## src/rtl/vfd_scan_pkg.sv

```systemverilog
package vfd_scan_pkg;

    typedef enum logic [1:0] {
        GS_G1 = 2'd0,
        GS_G2 = 2'd1,
        GS_G3 = 2'd2
    } grid_state_e;

    // Follower code per grid: {first bit, second bit}
    function automatic logic [1:0] grid_code(grid_state_e s);
        logic [1:0] c;
        unique case (s)
            GS_G1:   c = 2'b10;
            GS_G2:   c = 2'b01;
            GS_G3:   c = 2'b11;
            default: c = 2'b00;
        endcase
        return c;
    endfunction

endpackage

```

## src/rtl/vfd_bit_tick.sv

```systemverilog
module vfd_bit_tick #(
    parameter int TICK_DIV = 4
) (
    input  logic clk,
    input  logic rst_n,
    output logic tick
);
    localparam int DIV_W = (TICK_DIV > 1) ? $clog2(TICK_DIV) : 1;

    generate
        if (TICK_DIV > 1) begin : g_div
            logic [DIV_W-1:0] div_cnt;
            always_ff @(posedge clk or negedge rst_n) begin
                if (!rst_n) begin
                    div_cnt <= '0;
                end else if (div_cnt == DIV_W'(TICK_DIV - 1)) begin
                    div_cnt <= '0;
                end else begin
                    div_cnt <= div_cnt + 1'b1;
                end
            end
            assign tick = (div_cnt == DIV_W'(TICK_DIV - 1));
        end else begin : g_nodiv
            assign tick = 1'b1;
        end
    endgenerate

endmodule

```

## src/rtl/vfd_slot_seq.sv

```systemverilog
module vfd_slot_seq
    import vfd_scan_pkg::*;
#(
    parameter int SLOT_LEN = 1024,
    parameter int BIT_W    = $clog2(SLOT_LEN)
) (
    input  logic             clk,
    input  logic             rst_n,
    input  logic             tick,
    input  logic             triplex,
    output grid_state_e      state,
    output logic [BIT_W-1:0] bit_cnt,
    output logic             slot_adv
);
    grid_state_e nxt_state;

    assign slot_adv = tick && (bit_cnt == BIT_W'(SLOT_LEN - 1));

    // Next grid, chosen when a slot ends
    always_comb begin
        nxt_state = state;
        unique case (state)
            GS_G1:   nxt_state = GS_G2;
            GS_G2:   nxt_state = triplex ? GS_G3 : GS_G1;
            GS_G3:   nxt_state = GS_G1;
            default: nxt_state = GS_G1;
        endcase
    end

    // State register
    always_ff @(posedge clk or negedge rst_n) begin
        if (!rst_n) begin
            state <= GS_G1;
        end else if (slot_adv) begin
            state <= nxt_state;
        end
    end

    // Bit-time position within the slot
    always_ff @(posedge clk or negedge rst_n) begin
        if (!rst_n) begin
            bit_cnt <= '0;
        end else if (slot_adv) begin
            bit_cnt <= '0;
        end else if (tick) begin
            bit_cnt <= bit_cnt + 1'b1;
        end
    end

endmodule

```

## src/rtl/vfd_pwm_window.sv

```systemverilog
module vfd_pwm_window #(
    parameter int DIM_W   = 10,
    parameter int BIT_W   = 10,
    parameter int DIM_MAX = 1016,
    parameter int SEG_EXT = 3
) (
    input  logic             clk,
    input  logic             rst_n,
    input  logic             load,
    input  logic [DIM_W-1:0] dim_val,
    input  logic [BIT_W-1:0] bit_cnt,
    output logic             grid_on,
    output logic             seg_on
);
    localparam int WIN_W = ((BIT_W > DIM_W) ? BIT_W : DIM_W) + 2;
    localparam logic [DIM_W-1:0] CAP = DIM_W'(DIM_MAX);

    logic [DIM_W-1:0] dim_eff;
    logic [DIM_W-1:0] dim_lat;
    logic [WIN_W-1:0] pos_x;
    logic [WIN_W-1:0] grid_lim;
    logic [WIN_W-1:0] seg_lim;

    assign dim_eff = (dim_val > CAP) ? CAP : dim_val;

    // Duty is captured only at a slot boundary
    always_ff @(posedge clk or negedge rst_n) begin
        if (!rst_n) begin
            dim_lat <= '0;
        end else if (load) begin
            dim_lat <= dim_eff;
        end
    end

    assign pos_x    = WIN_W'(bit_cnt);
    assign grid_lim = WIN_W'(dim_lat);
    assign seg_lim  = grid_lim + WIN_W'(SEG_EXT);
    assign grid_on  = pos_x < grid_lim;
    assign seg_on   = (dim_lat != '0) && (pos_x < seg_lim);

endmodule

```

## src/rtl/vfd_grid_scan.sv

```systemverilog
module vfd_grid_scan
    import vfd_scan_pkg::*;
#(
    parameter int TICK_DIV = 4,
    parameter int SLOT_LEN = 1024,
    parameter int DIM_W    = 10,
    parameter int DIM_MAX  = 1016,
    parameter int SEG_EXT  = 3,
    parameter int SEG_W    = 56
) (
    input  logic             clk,
    input  logic             rst_n,
    input  logic             dup_sel,
    input  logic [DIM_W-1:0] dim_val,
    input  logic [SEG_W-1:0] lat_g1,
    input  logic [SEG_W-1:0] lat_g2,
    input  logic [SEG_W-1:0] lat_g3,
    output logic [2:0]       grid_en,
    output logic [SEG_W-1:0] seg_out,
    output logic             dim_out,
    output logic             sync1_out,
    output logic             sync2_out
);
    localparam int BIT_W = $clog2(SLOT_LEN);

    logic             tick;
    logic             slot_adv;
    logic [BIT_W-1:0] bit_cnt;
    grid_state_e      state;
    logic             grid_on;
    logic             seg_on;
    logic [1:0]       code;

    vfd_bit_tick #(.TICK_DIV(TICK_DIV)) u_tick (
        .clk   (clk),
        .rst_n (rst_n),
        .tick  (tick)
    );

    vfd_slot_seq #(.SLOT_LEN(SLOT_LEN), .BIT_W(BIT_W)) u_seq (
        .clk      (clk),
        .rst_n    (rst_n),
        .tick     (tick),
        .triplex  (!dup_sel),
        .state    (state),
        .bit_cnt  (bit_cnt),
        .slot_adv (slot_adv)
    );

    vfd_pwm_window #(
        .DIM_W   (DIM_W),
        .BIT_W   (BIT_W),
        .DIM_MAX (DIM_MAX),
        .SEG_EXT (SEG_EXT)
    ) u_pwm (
        .clk     (clk),
        .rst_n   (rst_n),
        .load    (slot_adv),
        .dim_val (dim_val),
        .bit_cnt (bit_cnt),
        .grid_on (grid_on),
        .seg_on  (seg_on)
    );

    assign code = grid_code(state);

    // Output decode from the scan state
    always_comb begin
        grid_en   = '0;
        seg_out   = '0;
        dim_out   = seg_on;
        sync1_out = seg_on & code[1];
        sync2_out = seg_on & code[0];
        unique case (state)
            GS_G1: begin
                grid_en[0] = grid_on;
                if (seg_on) seg_out = lat_g1;
            end
            GS_G2: begin
                grid_en[1] = grid_on;
                if (seg_on) seg_out = lat_g2;
            end
            GS_G3: begin
                grid_en[2] = grid_on;
                if (seg_on) seg_out = lat_g3;
            end
            default: begin
                grid_en = '0;
            end
        endcase
    end

endmodule

```

## config.mk

```make
export PLATFORM = sky130hd
export DESIGN_NAME = vfd_grid_scan
export DESIGN_NICKNAME = d
export VERILOG_FILES = /design/src/rtl/vfd_scan_pkg.sv /design/src/rtl/vfd_bit_tick.sv /design/src/rtl/vfd_slot_seq.sv /design/src/rtl/vfd_pwm_window.sv /design/src/rtl/vfd_grid_scan.sv
export SDC_FILE = /design/constraint.sdc
export NUM_CORES = 1
export LEC_CHECK = 0
export ABC_AREA = 1
export ABC_CLOCK_PERIOD_IN_PS = 3100
export BUFFER_PORTS_ARGS = -buffer_cell sky130_fd_sc_hd__buf_4
export CELL_PAD_IN_SITES_DETAIL_PLACEMENT = 1
export CELL_PAD_IN_SITES_GLOBAL_PLACEMENT = 2
export CORE_MARGIN = 2
export CORE_UTILIZATION = 19
export CTS_CLUSTER_SIZE = 28
export DETAILED_ROUTE_END_ITERATION = 6
export GPL_TIMING_DRIVEN = 0
export PLACE_DENSITY = 0.87
export SKIP_CTS_REPAIR_TIMING = 1
export SYNTH_ARGS = -nofsm -noshare
export SYNTH_HDL_FRONTEND = slang
export SYNTH_HIERARCHICAL = 1
export SYNTH_SLANG_ARGS = --single-unit
export TNS_END_PERCENT = 50
```

## constraint.sdc

```tcl
create_clock -name clk -period 3.1 [get_ports clk]
set_input_delay 0.62 -clock clk [delete_from_list [all_inputs] [get_ports clk]]
set_output_delay 0.62 -clock clk [all_outputs]
set_load 0.02 [all_outputs]
```

### After elaboration in Yosys (flattened, before gate mapping)

Cells that the tools add are included.

| cells by class | value |
|---|---|
| magnitude comparators | 3 |
| bitwise operators | 2 |
| reduce and logical (&&, ||, !) cells | 5 |
| $mul | 0 |
| equality and inequality tests | 4 |
| add/subtract/negate cells | 3 |
| div/mod/pow operators | 0 |
| multiplexer cells | 14 |
| shift operators | 0 |

Operator list:

| kind | count |
|---|---|
| $mux 56 | 3 |
| $pmux 56 s3 | 1 |
| $mux 10 | 3 |
| $lt 10x12->1 | 1 |
| $add 10x2->11 const B | 1 |
| $add 10x1->10 const B | 1 |
| $eq 10x10->1 const B | 1 |
| $gt 10x10->1 const B | 1 |
| $lt 10x10->1 | 1 |
| $reduce_bool 10->1 | 1 |
| $pmux 2 s3 | 1 |
| $eq 2x2->1 const B | 2 |
| $mux 2 | 2 |
| $pmux 2 s2 | 1 |
| $mux 1 | 3 |
| $add 2x1->2 const B | 1 |
| $and 1x1->1 | 2 |
| $eq 2x1->1 const B | 1 |
| $logic_and 1x1->1 | 2 |
| $logic_not 2->1 | 1 |
| $reduce_bool 2->1 | 1 |

| word-level totals | value |
|---|---|
| memories kept | 0 |
| bits in latches | 0 |
| RAM bits | 0 |
| bits in read-only memories | 0 |
| bits in registers | 24 |
| bits of input ports | 181 |
| output and inout port bits | 62 |

### Longest topological paths before layout

| depth | value |
|---|---|
| depth in word-level cells | 5 |
| depth in mapped cells | 19 |
| depth with buffers taken out | 17 |

### Hierarchy

The synthesis kept the hierarchy.

Modules (own cells, without submodules):

| module | area an instance (um^2) | cells an instance | instances |
|---|---|---|---|
| vfd_grid_scan | 1642.8 | 380 | 1 |
| vfd_pwm_window | 1077.3 | 150 | 1 |
| vfd_slot_seq | 644.4 | 76 | 1 |
| vfd_bit_tick | 66.3 | 4 | 1 |

### Worst setup path before layout

Ideal clock, no wire load.

| timing | value |
|---|---|
| kind | register -> output |
| start point | register u_pwm.dim_lat[0] |
| end point | output port seg_out[20] |
| required time | 2.480 ns |
| arrival | 2.699 ns |
| path slack | -0.219 ns |
| cell stages (with the launch flop) | 18 |
| path through | dfrtp_1 inv_2 ha_1 nor2_4 nand2_2 nor2_2 xor2_1 ha_1 a21o_2 nand3_1 nand3_1 nor2_1 inv_2 nor2_4 buf_6 buf_4 nand2_1 inv_1 |

| between the ends | value |
|---|---|
| longest elaborated chain between the ends | 5 |

RTL lines:

| element | RTL line | source |
|---|---|---|
| from (decl) | vfd_pwm_window.sv:19 | `logic [DIM_W-1:0] dim_lat;` |
| from (signal assigned) | vfd_pwm_window.sv:31 | `dim_lat <= dim_eff;` |
| $add 10x2->11 | vfd_pwm_window.sv:37 | `assign seg_lim = grid_lim + WIN_W'(SEG_EXT);` |
| $lt 10x12->1 | vfd_pwm_window.sv:39 | `assign seg_on = (dim_lat != '0) && (pos_x < seg_lim);` |
| $logic_and 1x1->1 (*) | vfd_pwm_window.sv:39 |  |
| net dim_out | vfd_grid_scan.sv:20 | `output logic dim_out,` |
| $mux 56 (on tied branches) | vfd_grid_scan.sv:85, vfd_grid_scan.sv:77, vfd_grid_scan.sv:81 |  |
| $pmux 56 s3 (*) | vfd_grid_scan.sv:74 | `unique case (state)` |
| to (decl) | vfd_grid_scan.sv:19 | `output logic [SEG_W-1:0] seg_out,` |

The timed path passes the listed nets; every way through them passes the cells marked *.

### Worst setup path after layout

| timing | value |
|---|---|
| start point | register u_pwm.dim_lat[0] |
| end point | output port seg_out[25] |

| between the ends | value |
|---|---|
| longest elaborated chain between the ends | 5 |

RTL lines:

| element | RTL line |
|---|---|
| $add 10x2->11 | vfd_pwm_window.sv:37 |
| $lt 10x12->1 | vfd_pwm_window.sv:39 |
| $logic_and 1x1->1 (*) | vfd_pwm_window.sv:39 |
| $mux 56 (on tied branches) | vfd_grid_scan.sv:85, vfd_grid_scan.sv:77, vfd_grid_scan.sv:81 |
| $pmux 56 s3 (*) | vfd_grid_scan.sv:74 |

Every way passes the cells marked *; elsewhere a longest branch is shown, timed or not.

==> flow_metrics.env <==
export IMPL_synth_edff_count=0
export IMPL_max_slew_margin_rel=0.767
export IMPL_cts_root_buf="clkbuf_16"
export IMPL_io_pins=243
export IMPL_max_freq_mhz=280
export IMPL_numClockSinks=24
export IMPL_drtIter0Drc=104
export IMPL_start_kind="flop"
export IMPL_hp_class="input port to async pin"
export IMPL_drc=0
export IMPL_min_period_ps=3580
export IMPL_clock_latency_ps=260
export IMPL_multi_input_area_um2=2310
export IMPL_max_cap_viol_count=0
export IMPL_synth_most_common_cell="nand2_1"
export IMPL_maxSlewViolCount=0
export IMPL_post_place_cells=1081
export IMPL_ys_warn_count=6
export IMPL_die_h_um=138
export IMPL_syn_area_per_cell_um2=5.62
export IMPL_syn2layout_area_growth_pct=71.7
export IMPL_worst_pin_slew_ps=348
export IMPL_critPathSlowestCell="dfrtp_1"
export IMPL_cts_path_max_buffers=2
export IMPL_power_density_nw_per_um2=182
export IMPL_final_cells=1092
export IMPL_antenna_left=0
export IMPL_crit_cells=18
export IMPL_skew_ps=5.68
export IMPL_regToRegStartpoint="u_tick/g_div.div_cnt[0]"
export IMPL_viasPerCell=4.21
export IMPL_cts_max_level=1
export IMPL_dr_pass1_iters=4
export IMPL_synth_top_cell_by_area="nand2_1"
export IMPL_num_rows=49
export IMPL_worst_endpoint_arrival_ps=2960
export IMPL_rsz0062_at_grt="yes"
export IMPL_max_stage_delay_ps=410
export IMPL_end_kind="output pin"
export IMPL_vias=4599
export IMPL_clk_pin_slew_ps=70
export IMPL_hold_viol_final=0
export IMPL_crit_start="u_pwm/dim_lat[0]"
export IMPL_synth_seq_cells=24
export IMPL_status="finished, violations left"
export IMPL_regArea_um2=601
export IMPL_crit_path_max_fanout=10
export IMPL_antenna_found_initial=0
export IMPL_core_um2=17800
export IMPL_cts_tree="done"
export IMPL_p_leak_nw=3.47
export IMPL_place_hpwl_um=13200
export IMPL_grt_pass1_vias=4680
export IMPL_fin_crit_sh=1.15
export IMPL_crit_path_end="seg_out[25]"
export IMPL_pre_cts_ws_ps=-402
export IMPL_synthesis_nets=819
export IMPL_syn_area_um2=3430
export IMPL_n_antenna_cell=0
export IMPL_worst_hold_slack_ps=251
export IMPL_fin_util=0.330
export IMPL_synthTopCellsByCount="nand2_1 (281), inv_1 (83), nand3_1 (72)"
export IMPL_path_class="flop to output pin"
export IMPL_synth_main_ff_cell="dfrtp_1"
export IMPL_grtUsageTotal=0.157
export IMPL_synthCells=610
export IMPL_route_detailed_wl_per_inst_um=14.5
export IMPL_async_reset_ff_frac=1.00
export IMPL_yosys_top_cells_area="nand2_1 (31%), dfrtp_1 (18%), nand3_1 (11%)"
export IMPL_grt_max_degree=25
export IMPL_num_nets_final=1073
export IMPL_dieArea_um2=19100
export IMPL_grt_overflow=0
export IMPL_yosys_area_top_type_share=0.307
export IMPL_crit_chain="inv_4 > ha_4 > nor2_4 > nand2_2 > nor2_2 > xor2_1 > ha_1 > a21o_2 > nand3_1 > nand3_1 > nor2_4 > inv_2 > nor2_4 > buf_8 > buf_8 > nand2_1 > inv_2 > buf_4"
export IMPL_gp_congestion=0.856
export IMPL_ys_seq_area_frac=0.175
export IMPL_grt_pass1_wl_um=24700
export IMPL_drive_gt1_frac=0.392
export IMPL_routed_wl_um=15800
export IMPL_path_common_cell="nor2_4"
export IMPL_fill_cells=2366
export IMPL_cp_required_ps=2480
export IMPL_die_width_um=138
export IMPL_crit_buf_inv=6
export IMPL_r2r_end="u_pwm/dim_lat[5]"
export IMPL_initial_utilization=0.192
export IMPL_violations="setup timing"
export IMPL_setup_ws_ps=-476
export IMPL_critPathTopFamily="simple AND/OR/NAND/NOR gates"
export IMPL_max_vdd_ir_drop_mv=0.331
export IMPL_port_buffer_count=242
export IMPL_yosys_cell_types_count=29
export IMPL_ff2ff_setup_slack_ps=1140
export IMPL_cts_inserted_buffers=3
export IMPL_setup_violations=57
export IMPL_r2r_cells=11
-- cell usage in the layout, fill, tap and decap left out, types with 3 or more instances in the layout --
cell type / netlist / final
a21oi_1: 10 / 9
buf_2: 10 / 9
buf_4: 11 / 222
buf_6: 6 / 41
buf_8: 0 / 4
clkbuf_16: 0 / 3
dfrtp_1: 24 / 24
ha_1: 28 / 27
inv_1: 83 / 61
inv_2: 10 / 31
nand2_1: 281 / 281
nand2_2: 6 / 6
nand3_1: 72 / 72
nand4_1: 3 / 3
nor2_1: 22 / 20
nor2_2: 2 / 3
nor2_4: 5 / 6
o21ai_0: 9 / 9
o21ai_1: 5 / 5
xor2_1: 7 / 6
-- area by class of cell --
class | count | share of cell area
tap | 229 | 0.0486
clock buffer | 3 | 0.0127
clock inverter | 1 | 0.00510
multi-input combinational | 465 | 0.392
timing repair buffer | 249 | 0.340
sequential | 24 | 0.102
inverter | 93 | 0.0597
buffer | 28 | 0.0395
-- power breakdown --
part | leakage, nW | switching, mW | internal, mW
Clock | 0.0511 | 0.120 | 0.257
Combinational | 3.15 | 0.157 | 0.229
Sequential | 0.263 | 0 | 0.313
Total | 3.47 | 0.276 | 0.799
-- kinds of logic (layout without fill, tap and decap cells) --
family / after synthesis / count (layout) / synth area share
flops: 24 / 24 / 0.175
compound gates: 29 / 29 / 0.0496
xor+xnor: 8 / 8 / 0.0204
fa+ha+maj: 28 / 28 / 0.102
simple gates: 400 / 400 / 0.492
buf+inv: 121 / 374 / 0.161
-- how the worst min path moves through the flow --
stage | startpoint | end | slack (ps)
floorplan | rst_n | u_pwm/dim_lat[0] | 320
global placement | u_tick/g_div.div_cnt[0] | u_tick/g_div.div_cnt[0] | 410
detailed placement | u_tick/g_div.div_cnt[0] | u_tick/g_div.div_cnt[0] | 420
CTS | rst_n | u_pwm/dim_lat[0] | 260
global route | rst_n | u_seq/bit_cnt[1] | 260
finish | rst_n | u_pwm/dim_lat[0] | 250
-- metal layers --
layer / wire [µm] / GRT usage / share of wire
met1: 6660 / 0.192 / 0.42
met2: 8010 / 0.295 / 0.51
met3: 853 / 0.0225 / 0.054
met4: 295 / 0.0242 / 0.019
met5: 0 / 0 / 0
-- state kept, by name (all words and copies together), names as in the netlist --
signal / count
u_seq/bit_cnt: 10
u_seq/state: 2
u_pwm/dim_lat: 10
u_tick/g_div.div_cnt: 2
-- through the flow --
step	setup TNS, ps	total power [mW]	area [µm²]
2_1_floorplan	0	0.431	3440
3_3_place_gp	-15450	0.686	5540
3_5_place_dp	-17130	0.689	5540
4_1_cts	-34780	1.07	5650
5_1_grt	-37190	1.13	5890
6_report	-24570	1.08	5890
Note: power is estimated with default switching activity, not from simulation.
